`config.mk`:
```
export PLATFORM = sky130hd
export DESIGN_NAME = opsh_unit
export DESIGN_NICKNAME = d
export VERILOG_FILES = /design/src/rtl/opsh_pkg.sv /design/src/rtl/opsh_decode.sv /design/src/rtl/opsh_reg_shift.sv /design/src/rtl/opsh_imm_rot.sv /design/src/rtl/opsh_unit.sv
export SDC_FILE = /design/constraint.sdc
export NUM_CORES = 1
export LEC_CHECK = 0
export BUFFER_PORTS_ARGS = -buffer_cell sky130_fd_sc_hd__buf_2
export CELL_PAD_IN_SITES_DETAIL_PLACEMENT = 2
export CELL_PAD_IN_SITES_GLOBAL_PLACEMENT = 2
export CORE_ASPECT_RATIO = 0.9
export CORE_UTILIZATION = 30
export DETAILED_ROUTE_END_ITERATION = 10
export PLACE_DENSITY = 0.81
export SLEW_MARGIN = 10
export SYNTH_ARGS = -nofsm -noshare
export SYNTH_HDL_FRONTEND = slang
export SYNTH_SLANG_ARGS = --single-unit
```
`constraint.sdc`:
```
create_clock -name vclk -period 3
set_clock_uncertainty 0.1 [all_clocks]
set_input_delay 0.3 -clock vclk [all_inputs]
set_output_delay 0.3 -clock vclk [all_outputs]
set_load 0.03 [all_outputs]
```
`src/rtl/opsh_pkg.sv`:
```
package opsh_pkg;
  parameter int unsigned OPS_DW   = 32;
  localparam int unsigned SH_W    = $clog2(OPS_DW);
  localparam int unsigned ROT_W   = 4;
  localparam int unsigned IMM_W   = 8;
  localparam int unsigned AMT_W   = 8;
  localparam int unsigned FIELD_W = IMM_W + ROT_W;

  typedef logic [OPS_DW-1:0] word_t;

  typedef enum logic [1:0] {
    SK_LSL = 2'd0,
    SK_LSR = 2'd1,
    SK_ASR = 2'd2,
    SK_ROR = 2'd3
  } shkind_e;

  typedef struct packed {
    shkind_e          kind;
    logic             rrx;
    logic [AMT_W-1:0] amt;
  } shctl_t;

  // Rotate right; r of zero returns v.
  function automatic word_t ror_w(input word_t v, input logic [SH_W-1:0] r);
    return (v >> r) | (v << (OPS_DW - int'(r)));
  endfunction

  // Left shift by 0..OPS_DW, result {carry, value}.
  function automatic logic [OPS_DW:0] lsl_c(input word_t v, input logic [SH_W:0] n);
    logic [OPS_DW:0] t;
    t = {1'b0, v} << n;
    return t;
  endfunction

  // Logical right shift by 0..OPS_DW, result {value, carry}.
  function automatic logic [OPS_DW:0] lsr_c(input word_t v, input logic [SH_W:0] n);
    logic [OPS_DW:0] t;
    t = {v, 1'b0} >> n;
    return t;
  endfunction

  // Arithmetic right shift by 0..OPS_DW, result {value, carry}.
  function automatic logic [OPS_DW:0] asr_c(input word_t v, input logic [SH_W:0] n);
    logic signed [OPS_DW:0] t;
    t = $signed({v, 1'b0}) >>> n;
    return $unsigned(t);
  endfunction
endpackage

```
`src/rtl/opsh_decode.sv`:
```
module opsh_decode
  import opsh_pkg::*;
(
  input  logic             index_mode,
  input  logic [11:4]      ctl_bits,
  input  logic [AMT_W-1:0] rs_low,
  output shctl_t           ctl,
  output logic             amt_from_reg
);
  logic [SH_W-1:0] imm_amt;
  shkind_e         kind;

  assign imm_amt      = ctl_bits[11:7];
  assign kind         = shkind_e'(ctl_bits[6:5]);
  assign amt_from_reg = ctl_bits[4] & ~index_mode;

  always_comb begin
    ctl.kind = kind;
    ctl.rrx  = 1'b0;
    ctl.amt  = AMT_W'(imm_amt);
    if (amt_from_reg) begin
      ctl.amt = rs_low;
    end else if (imm_amt == '0) begin
      unique case (kind)
        SK_LSL: ctl.amt = '0;
        SK_LSR,
        SK_ASR: ctl.amt = AMT_W'(OPS_DW);
        SK_ROR: begin
          ctl.amt = '0;
          ctl.rrx = 1'b1;
        end
        default: ctl.amt = '0;
      endcase
    end
  end
endmodule

```
`src/rtl/opsh_reg_shift.sv`:
```
module opsh_reg_shift
  import opsh_pkg::*;
(
  input  shctl_t ctl,
  input  word_t  rm_val,
  input  logic   carry_in,
  output word_t  res,
  output logic   cout
);
  localparam logic [AMT_W-1:0] FULL_AMT = AMT_W'(OPS_DW);

  logic            amt_zero;
  logic            amt_over;
  logic [SH_W:0]   amt_clip;
  logic [OPS_DW:0] lsl_r;
  logic [OPS_DW:0] lsr_r;
  logic [OPS_DW:0] asr_r;
  word_t           ror_r;

  assign amt_zero = (ctl.amt == '0);
  assign amt_over = (ctl.amt > FULL_AMT);
  assign amt_clip = (ctl.amt >= FULL_AMT) ? (SH_W+1)'(OPS_DW) : ctl.amt[SH_W:0];

  assign lsl_r = lsl_c(rm_val, amt_clip);
  assign lsr_r = lsr_c(rm_val, amt_clip);
  assign asr_r = asr_c(rm_val, amt_clip);
  assign ror_r = ror_w(rm_val, ctl.amt[SH_W-1:0]);

  always_comb begin
    res  = rm_val;
    cout = carry_in;
    if (ctl.rrx) begin
      res  = {carry_in, rm_val[OPS_DW-1:1]};
      cout = rm_val[0];
    end else if (!amt_zero) begin
      unique case (ctl.kind)
        SK_LSL: begin
          res  = amt_over ? '0 : lsl_r[OPS_DW-1:0];
          cout = amt_over ? 1'b0 : lsl_r[OPS_DW];
        end
        SK_LSR: begin
          res  = amt_over ? '0 : lsr_r[OPS_DW:1];
          cout = amt_over ? 1'b0 : lsr_r[0];
        end
        SK_ASR: begin
          res  = asr_r[OPS_DW:1];
          cout = asr_r[0];
        end
        SK_ROR: begin
          res  = ror_r;
          cout = ror_r[OPS_DW-1];
        end
        default: begin
          res  = rm_val;
          cout = carry_in;
        end
      endcase
    end
  end
endmodule

```
`src/rtl/opsh_imm_rot.sv`:
```
module opsh_imm_rot
  import opsh_pkg::*;
(
  input  logic [FIELD_W-1:0] const_bits,
  input  logic               carry_in,
  output word_t              res,
  output logic               cout
);
  logic [SH_W-1:0] rot_amt;
  word_t           base;

  assign rot_amt = SH_W'({const_bits[FIELD_W-1:IMM_W], 1'b0});
  assign base    = word_t'(const_bits[IMM_W-1:0]);
  assign res     = ror_w(base, rot_amt);
  assign cout    = (rot_amt == '0) ? carry_in : res[OPS_DW-1];
endmodule

```
`src/rtl/opsh_unit.sv`:
```
module opsh_unit
  import opsh_pkg::*;
(
  input  logic               imm_form,
  input  logic               index_mode,
  input  logic [FIELD_W-1:0] op_field,
  input  logic [OPS_DW-1:0]  rm_val,
  input  logic [AMT_W-1:0]   rs_low,
  input  logic               carry_in,
  output logic [OPS_DW-1:0]  shifted,
  output logic               carry_out
);
  logic   use_imm;
  logic   amt_from_reg;
  shctl_t ctl;
  word_t  imm_res;
  word_t  reg_res;
  logic   imm_c;
  logic   reg_c;

  assign use_imm = imm_form & ~index_mode;

  opsh_decode u_decode (
    .index_mode   (index_mode),
    .ctl_bits     (op_field[11:4]),
    .rs_low       (rs_low),
    .ctl          (ctl),
    .amt_from_reg (amt_from_reg)
  );

  opsh_imm_rot u_imm (
    .const_bits (op_field),
    .carry_in   (carry_in),
    .res        (imm_res),
    .cout       (imm_c)
  );

  opsh_reg_shift u_shift (
    .ctl      (ctl),
    .rm_val   (rm_val),
    .carry_in (carry_in),
    .res      (reg_res),
    .cout     (reg_c)
  );

  assign shifted   = use_imm ? imm_res : reg_res;
  assign carry_out = use_imm ? imm_c   : reg_c;

  // Checks on the ports against the selected behaviour.
  logic    reg_amt_sel;
  logic    imm_amt_sel;
  shkind_e op_kind;
  assign reg_amt_sel = ~use_imm & op_field[4] & ~index_mode;
  assign imm_amt_sel = ~use_imm & (~op_field[4] | index_mode);
  assign op_kind     = shkind_e'(op_field[6:5]);

  always_comb begin
    if (use_imm && op_field[11:8] == '0)
      AST_IMM_NO_ROT: assert (shifted == word_t'(op_field[7:0]) && carry_out == carry_in)
        else $error("constant without rotate altered");
    if (reg_amt_sel && rs_low == '0)
      AST_REG_ZERO_PASS: assert (shifted == rm_val && carry_out == carry_in)
        else $error("zero register amount not a pass-through");
    if (reg_amt_sel && (op_kind == SK_LSL || op_kind == SK_LSR) && rs_low > AMT_W'(OPS_DW))
      AST_LOGICAL_WIDE: assert (shifted == '0 && !carry_out)
        else $error("wide logical shift not cleared");
    if (reg_amt_sel && op_kind == SK_ASR && rs_low >= AMT_W'(OPS_DW))
      AST_ASR_WIDE: assert (shifted == {OPS_DW{rm_val[OPS_DW-1]}} && carry_out == rm_val[OPS_DW-1])
        else $error("wide arithmetic shift not sign filled");
    if (imm_amt_sel && op_kind == SK_ROR && op_field[11:7] == '0)
      AST_RRX: assert (shifted == {carry_in, rm_val[OPS_DW-1:1]} && carry_out == rm_val[0])
        else $error("rotate through carry wrong");
  end
endmodule

```
==> results of run 1 <==
[cells by family after synthesis]
group / synth area share
compound gates: 0.491
xor+xnor: 0.00648
fa+ha+maj: 0.00600
buf+inv: 0.101
mux: 0.130
simple gates: 0.266
[stage by stage]
step / cell area (µm²) / std cells
2_1_floorplan: 10900 / 1682
3_3_place_gp: 18000 / 2915
==> results.md, run 1 <==
- Status: did not finish
- Failing step: detailed placement (3_5_place_dp)
- Error: [ERROR DPL-0033] detailed placement checks failed during check placement.
- Syn Inst Count: approximately 1700
- Top-count cell post-synth: nand2_1
- Die width: roughly 200 µm
- Routability cong.: about 1.3
- Post-synthesis sequential area ratio: 0
- Top post-synthesis cells by count: 220 x nand2_1, 139 x nor2_1, 136 x a21oi_1, 122 x o21ai_0, 100 x clkbuf_1
- Synth unique cells: 98
- Ranking of synthesized cells by area: nand2_1 7.9%, mux2i_1 7.5%, a21oi_1 6.5%
- Synthesized Nets: around 1700
- DIE HEIGHT: 179 µm
- Hpwl dp: around 100 mm
- Synth top area share: 0.0792
- # rows: 64
- Initial core utilization: 0.306
- Port bufs: 88
- Top Ports: 88
- Synth warn: 0
- Dominant cell type by area after synthesis: nand2_1
- Avg Cell Area, Syn: roughly 6.2 µm²
- Mapped Area: ~0.010 mm²
==> run 2, diff against run 1 <==
--- a/config.mk
+++ b/config.mk
@@ -6,12 +6,9 @@
 export NUM_CORES = 1
 export LEC_CHECK = 0
 export BUFFER_PORTS_ARGS = -buffer_cell sky130_fd_sc_hd__buf_2
-export CELL_PAD_IN_SITES_DETAIL_PLACEMENT = 2
-export CELL_PAD_IN_SITES_GLOBAL_PLACEMENT = 2
-export CORE_ASPECT_RATIO = 0.9
-export CORE_UTILIZATION = 30
+export CORE_UTILIZATION = 20
 export DETAILED_ROUTE_END_ITERATION = 10
-export PLACE_DENSITY = 0.81
+export PLACE_DENSITY_LB_ADDON = 0.15
 export SLEW_MARGIN = 10
 export SYNTH_ARGS = -nofsm -noshare
 export SYNTH_HDL_FRONTEND = slang
==> constraint.sdc (replaced) <==
create_clock -name vclk -period 3.9
set_clock_uncertainty 0.1 [all_clocks]
set_input_delay 0.39 -clock vclk [all_inputs]
set_output_delay 0.39 -clock vclk [all_outputs]
set_load 0.03 [all_outputs]
==> run 2 against run 1 <==
Effect of this change:
- the flow now finishes, with violations (setup timing)
- synthesized cell count did not move
- synthesized area did not move
==> results.md, run 2 <==
- Combinational power share: 1.000
- Die ar.: around 0.053 mm²
- Share of synthesized cell area in full adder, half adder and majority cells: 0.00600 (unchanged)
- Leak Pwr: 9.05 nW
- Drc violations: 0
- Post-Synth XOR/XNOR Area: 0.00648 (unchanged)
- Slew Limit Headroom: 0.453
- Top post-synthesis cells by count: 220 x nand2_1, 139 x nor2_1, 136 x a21oi_1, 122 x o21ai_0, 100 x clkbuf_1 (unchanged)
- RSZ-0062 raised after global routing: true
- Pint: between 0.002 and 0.0025 W
- Synth warn: 0 (unchanged)
- Syn Inst Count: 1682 (unchanged)
- Most frequent CP cell: buf_6
- Share of layout cells above drive strength 1: 0.555
- Fillers: ~5500
- Power density cells: 233 mW/mm²
- Hold Fails Final Rpt: 0
- Setup CP Type: input port to primary output
- Utilization after layout: 0.416
- Nets: around 2600
- Synth unique cells: 98 (unchanged)
- Post-route clock period utilization: 1.02
- Vias: ~20000
- Initial DRC count: 2537
- Sw power: around 0.0028 W
- Cell family with most CP delay: compound AO/OA/AOI/OAI gates
- Hold WS: ~1.1 ns
- Failing checks: setup timing
- Type of the worst min-delay path: input port to primary output
- Core ar.: a little over 0.05 mm²
- Max Slew Vio Count: 0
- CP required: approximately 3.4 ns
- Slowest cell on the critical path: o211ai_1
- Ranking of synthesized cells by area: nand2_1 7.9%, mux2i_1 7.5%, a21oi_1 6.5% (unchanged)
- Dominant cell type by area after synthesis: nand2_1 (unchanged)
- First-pass GRT wire length: between 150 and 200 mm
- Seq cells: 0
- Most frequent cells in the layout: 834 x buf_4, 205 x nand2_1, 123 x nor2_1
- Dpl ws: -0.753 ns
- Mux cell area share after synthesis: 0.130 (unchanged)
- WL/cell: between 30 and 40 µm
- Port bufs: 88 (unchanged)
- Hpwl dp: 94.6 mm (was 100 mm)
- Crit-path max cell delay: roughly 0.60 ns
- Largest family of logic cells by synthesized area: compound AO/OA/AOI/OAI gates (unchanged)
- Worst Max-Slew Pin Slew: approximately 0.8 ns
- P&R area growth vs syn: 105%
- Vias in the first global route: ~19000
- Pin count of the biggest net entering global routing: 37
- CP Data Arrival Time: 3.50 ns
- Initial core utilization: 0.203 (was 0.306)
- Reg power frac: 0
- Max_cap viols: 0
- Compound-Gate Fraction of Synth Area: 0.491 (unchanged)
- Avg Cell Area, Syn: 6.20 µm² (unchanged)
- CP cell instances: buf_8 -> nand2b_4 -> buf_6 -> a21o_4 -> buf_6 -> buf_12 -> a211oi_4 -> buf_6 -> nor3_2 -> a211oi_2 -> buf_4 -> a21oi_2 -> o21a_1 -> o211ai_1 -> a22oi_2 -> buf_6
- Post-synthesis sequential area ratio: 0 (unchanged)
- Mapped Area: 0.0104 mm² (unchanged)
- Buf/Inv on CP: 7
- Total power: 0.00499 W
- Storage element area: 0 µm²
- Worst Setup Slack, final: -0.0866 ns
- Clock buffer count: 0
- WL final: roughly 120 mm
- Synthesized Nets: 1742 (unchanged)
- Part of the total power dissipated in the clock network: 0
- Post-DR vias/cell: about 6.1
- Crit Path Max Fanout: 6
- DIE HEIGHT: 230 µm (was 179 µm)
- Initial DRT Pass Iterations: 6
- Synth top area share: 0.0792 (unchanged)
- # rows: 83 (was 64)
- Fin area: approximately 0.021 mm²
- Final setup fails: 8
- Crit start category: input port
- Peak Freq: 251 MHz
- Post-route ant nets: 0
- Top Ports: 88 (unchanged)
- Top-count cell post-synth: nand2_1 (unchanged)
- Tmin final: 3.99 ns
- Dpl cell area: around 0.018 mm²
- Die width: 230 µm (was 198 µm)
- Gr usage total: 0.424
- Commonest non-fill, non-tap cell in the layout: buf_4
- Initial antenna violation count: 1
- Worst vdd ir: approximately 88 µV
- Total grt overflow: 0
- Synth Area in Simple Gates: 0.266 (unchanged)
- Net Sw Frac: 0.569
- Status: complete, but fails checks (was did not finish)
- CP Capture Type: primary output
- Routability cong.: 1.03 (was 1.27)
[run 2: timing repair]
| action | in CTS | in global routing |
|---|---|---|
| resized for setup | 361 | 243 |
| endpoints found under the setup margin | 33 | 33 |
| pin swaps | 64 | 105 |
| hold endpoints to repair | 0 | 0 |
| hold buffers | 0 | 0 |
| buffers inserted | 53 | 60 |
| cloned | 5 | 3 |
[run 2: per-stage QoR]
| stage | TNS (ns) | instances |
|---|---|---|
| after floorplan | 0 | 1682 |
| after global placement | -14.32 | 3092 |
| after detailed placement | -13.90 | 3092 |
| after CTS | -0.0221 | 3148 |
| after global routing | -1.07 | 3203 |
| final | -0.293 | 3204 |
[run 2: cell type report]
type	count	area (µm²)	area share
repair buffers	1037	8800	0.412
inverters	30	113	0.00527
multi-input cells	1456	11600	0.543
diodes	1	2.50	0.000117
well taps	680	851	0.0398
[run 2: cell families (layout without fill, tap and decap cells)]
group	count (synthesis)	count (layout)
buffers and inverters	229	1067
and+or+nand+nor	593	595
muxes	113	113
AOI/OAI and AO/OA	736	737
other	0	1
xor gates and xnor gates	6	6
adders and majority gates	5	5
[run 2: worst min-delay path, stage by stage]
cell	delay [ns]
buf_2	0.12
a21oi_1	0.10
o21ai_1	0.07
buf_4	0.16
[run 2: worst paths after layout]
path                  cells after the start       start  slack [ns]     endpoint
worst max-delay path                     16  index_mode       -0.09   shifted[8]
worst min-delay path                      4    carry_in        1.14  shifted[31]
[run 2: metal layers]
layer | wire length, µm | up-vias | track usage | part of all wire
met4 | 9650 | 2 | 0.262 | 0.082
met5 | 13 | - | 0 | 0.00011
met2 | 48700 | 1281 | 0.645 | 0.42
li1 | - | 8294 | - | -
met3 | 10700 | 382 | 0.0666 | 0.091
met1 | 48000 | 9715 | 0.558 | 0.41
[run 2: power groups by stage]
stage	sequential, W	clock (W)	combinational [W]
2_1_floorplan	0	0	0.00157
3_3_place_gp	0	0	0.00402
3_5_place_dp	0	0	0.00398
4_1_cts	0	0	0.00449
5_1_grt	0	0	0.00507
6_report	0	0.0000000000549	0.00499
(Power assumes the default switching activity.)
==> run 3, diff against run 2 <==
--- a/config.mk
+++ b/config.mk
@@ -6,6 +6,8 @@
 export NUM_CORES = 1
 export LEC_CHECK = 0
 export BUFFER_PORTS_ARGS = -buffer_cell sky130_fd_sc_hd__buf_2
+export CELL_PAD_IN_SITES_DETAIL_PLACEMENT = 2
+export CELL_PAD_IN_SITES_GLOBAL_PLACEMENT = 2
 export CORE_UTILIZATION = 20
 export DETAILED_ROUTE_END_ITERATION = 10
 export PLACE_DENSITY_LB_ADDON = 0.15
==> run 3 against run 2 <==
Effect of this change:
- the flow still finishes with violations (setup timing)
- maximum frequency decreased by 16%
- cell count shrank 1.3%
- cell area increased by 3.2%
- via count grew 9.1%
- die area did not move
- sequential share of layout area did not move
- critical path type unchanged
- critical endpoint is now shifted[31]
==> results.md, run 3 (synthesis gave the netlist of run 2 again) <==
- CP required: 3.41 ns (about the same)
- Hold Fails Final Rpt: 0 (unchanged)
- Final cell count without fillers: 3162 (was 3204)
- First-pass GRT wire length: 176 mm (was 158 mm)
- Initial DRC count: 2712 (was 2537)
- Dpl ws: -0.885 ns (was -0.753 ns)
- Hold Path End: shifted[31] (unchanged)
- DIE HEIGHT: 230 µm (unchanged)
- Worst Max-Slew Pin Slew: 1.19 ns (was 0.821 ns)
- Combinational power share: 1.000 (about the same)
- Cell family with most CP delay: compound AO/OA/AOI/OAI gates (unchanged)
- Crit-path max cell delay: 0.94 ns (was 0.60 ns)
- Post-route clock period utilization: 1.21 (was 1.02)
- Vias: 21500 (was 19700)
- Slowest cell on the critical path: a21oi_1 (was o211ai_1)
- Fin Setup TNS: -6.25 ns (was -0.293 ns)
- Initial core utilization: 0.203 (unchanged)
- Commonest non-fill, non-tap cell in the layout: buf_4 (unchanged)
- Initial antenna violation count: 14 (was 1)
- Utilization after layout: 0.429 (was 0.416)
- Tmin final: 4.74 ns (was 3.99 ns)
- Net Sw Frac: 0.590 (was 0.569)
- # rows: 83 (unchanged)
- Leak Pwr: 9.06 nW (was 9.05 nW)
- Slew Limit Headroom: 0.208 (was 0.453)
- CP Capture Type: primary output (unchanged)
- Top Ports: 88 (unchanged)
- Initial DRT Pass Iterations: 6 (unchanged)
- Most frequent cells in the layout: 754 x buf_4, 204 x nand2_1, 117 x nor2_1 (was 834 x buf_4, 205 x nand2_1, 123 x nor2_1)
- Port bufs: 88 (unchanged)
- Post-route ant nets: 0 (unchanged)
- Worst Setup Slack, final: -0.838 ns (was -0.0866 ns)
- Final setup fails: 32 (was 8)
- Part of the total power dissipated in the clock network: 0 (about the same)
- Gr usage total: 0.471 (was 0.424)
- Pint: 0.00224 W (was 0.00215 W)
- Dpl cell area: 0.0173 mm² (was 0.0176 mm²)
- Post-DR vias/cell: 6.79 (was 6.14)
- Power density cells: 249 mW/mm² (was 233 mW/mm²)
- Status: complete, but fails checks (unchanged)
- Clock buffer count: 0 (unchanged)
- Failing checks: setup timing (unchanged)
- Fillers: 5756 (was 5477)
- Pin count of the biggest net entering global routing: 45 (was 37)
- Reg power frac: 0 (about the same)
- Crit start category: input port (unchanged)
- WHS Path Cells: 4 (unchanged)
- Max Slew Vio Count: 0 (unchanged)
- DP Cell Count: 3042 (was 3092)
- Worst vdd ir: 74.7 µV (was 87.7 µV)
- WL final: 138 mm (was 117 mm)
- Most frequent CP cell: buf_4 (was buf_6)
- CP cell instances: buf_12 -> buf_6 -> and3b_2 -> a21o_4 -> buf_12 -> buf_16 -> buf_4 -> nand2_1 -> buf_4 -> nand3_1 -> a21oi_1 -> a221o_1 -> o311ai_1 -> buf_4 -> o311ai_0 -> o21ai_1 -> buf_4 (was buf_8 -> nand2b_4 -> buf_6 -> a21o_4 -> buf_6 -> buf_12 -> a211oi_4 -> buf_6 -> nor3_2 -> a211oi_2 -> buf_4 -> a21oi_2 -> o21a_1 -> o211ai_1 -> a22oi_2 -> buf_6)
- Die ar.: 0.0530 mm² (unchanged)
- Seq cells: 0 (unchanged)
- Hpwl dp: 101 mm (was 94.6 mm)
- Crit Path Max Fanout: 13 (was 6)
- Fin area: 0.0220 mm² (was 0.0214 mm²)
- Core ar.: 0.0514 mm² (unchanged)
- Hold_sp: carry_in (unchanged)
- Max_cap viols: 0 (unchanged)
- Setup CP Type: input port to primary output (unchanged)
- Peak Freq: 211 MHz (was 251 MHz)
- WL/cell: 43.7 µm (was 36.5 µm)
- Total grt overflow: 0 (unchanged)
- Routability cong.: 1.14 (was 1.03)
- Share of layout cells above drive strength 1: 0.570 (was 0.555)
- Die width: 230 µm (unchanged)
- Type of the worst min-delay path: input port to primary output (unchanged)
- P&R area growth vs syn: 111% (was 105%)
- Drc violations: 0 (unchanged)
- Sw power: 0.00324 W (was 0.00284 W)
- RSZ-0062 raised after global routing: true (unchanged)
- Buf/Inv on CP: 8 (was 7)
- Vias in the first global route: 21200 (was 19200)
- CP Data Arrival Time: 4.25 ns (was 3.50 ns)
- Storage element area: 0 µm² (unchanged)
- Multi-input logic area: 0.0123 mm² (was 0.0116 mm²)
- Nets: 2541 (was 2585)
run 3: how the worst max path moves through the flow:
stage / start / to / slack [ns] / depth (start not counted)
5_1_grt: index_mode / shifted[31] / -0.72 / 17
2_1_floorplan: op_field[4] / shifted[6] / 0.23 / 12
6_report: index_mode / shifted[31] / -0.84 / 17
3_3_place_gp: index_mode / shifted[12] / -1.03 / 16
4_1_cts: op_field[5] / shifted[3] / -0.1 / 19
3_5_place_dp: index_mode / shifted[12] / -0.89 / 16
run 3: per-stage QoR:
| step | hold WS [ns] | power, W |
|---|---|---|
| after floorplan | 0.989 | 0.00157 |
| after global placement | 1.17 | 0.00399 |
| after detailed placement | 1.17 | 0.00402 |
| after CTS | 1.14 | 0.00467 |
| after global routing | 1.16 | 0.00547 |
| final | 1.14 | 0.00548 |
run 3: routing by layer:
layer	GRT usage	vias to the layer above	wire length [µm]
met4	0.323	10	13900
met3	0.106	709	15700
li1	-	8210	-
met1	0.585	10800	51700
met5	0	-	69
met2	0.719	1705	56900
run 3: power by group through the flow:
stage	logic [W]	registers, W	clock network, W
5_1_grt	0.00547	0	0
3_3_place_gp	0.00399	0	0
2_1_floorplan	0.00157	0	0
4_1_cts	0.00467	0	0
3_5_place_dp	0.00402	0	0
6_report	0.00548	0	0.000000000131
run 3: layout make-up:
type,count,area share
inverters,30,0.00511
well taps,680,0.0386
multi-input cells,1455,0.557
diodes,3,0.000341
repair buffers,994,0.399
run 3: tightest hold or removal path: cells and delay by family:
kind	cells	cell delay (ns)
buffers and inverters	2	0.27
AO/OA/AOI/OAI	2	0.19
run 3: repair_timing:
| item | 4_1_cts | 5_1_grt |
|---|---|---|
| pin swaps | 106 | 132 |
| hold buffers | 0 | 0 |
| setup endpoints to repair | 33 | 33 |
| gates resized for setup | 434 | 305 |
| buffers inserted | 62 | 66 |
| cloned | 12 | 1 |
| hold endpoints to repair | 0 | 0 |
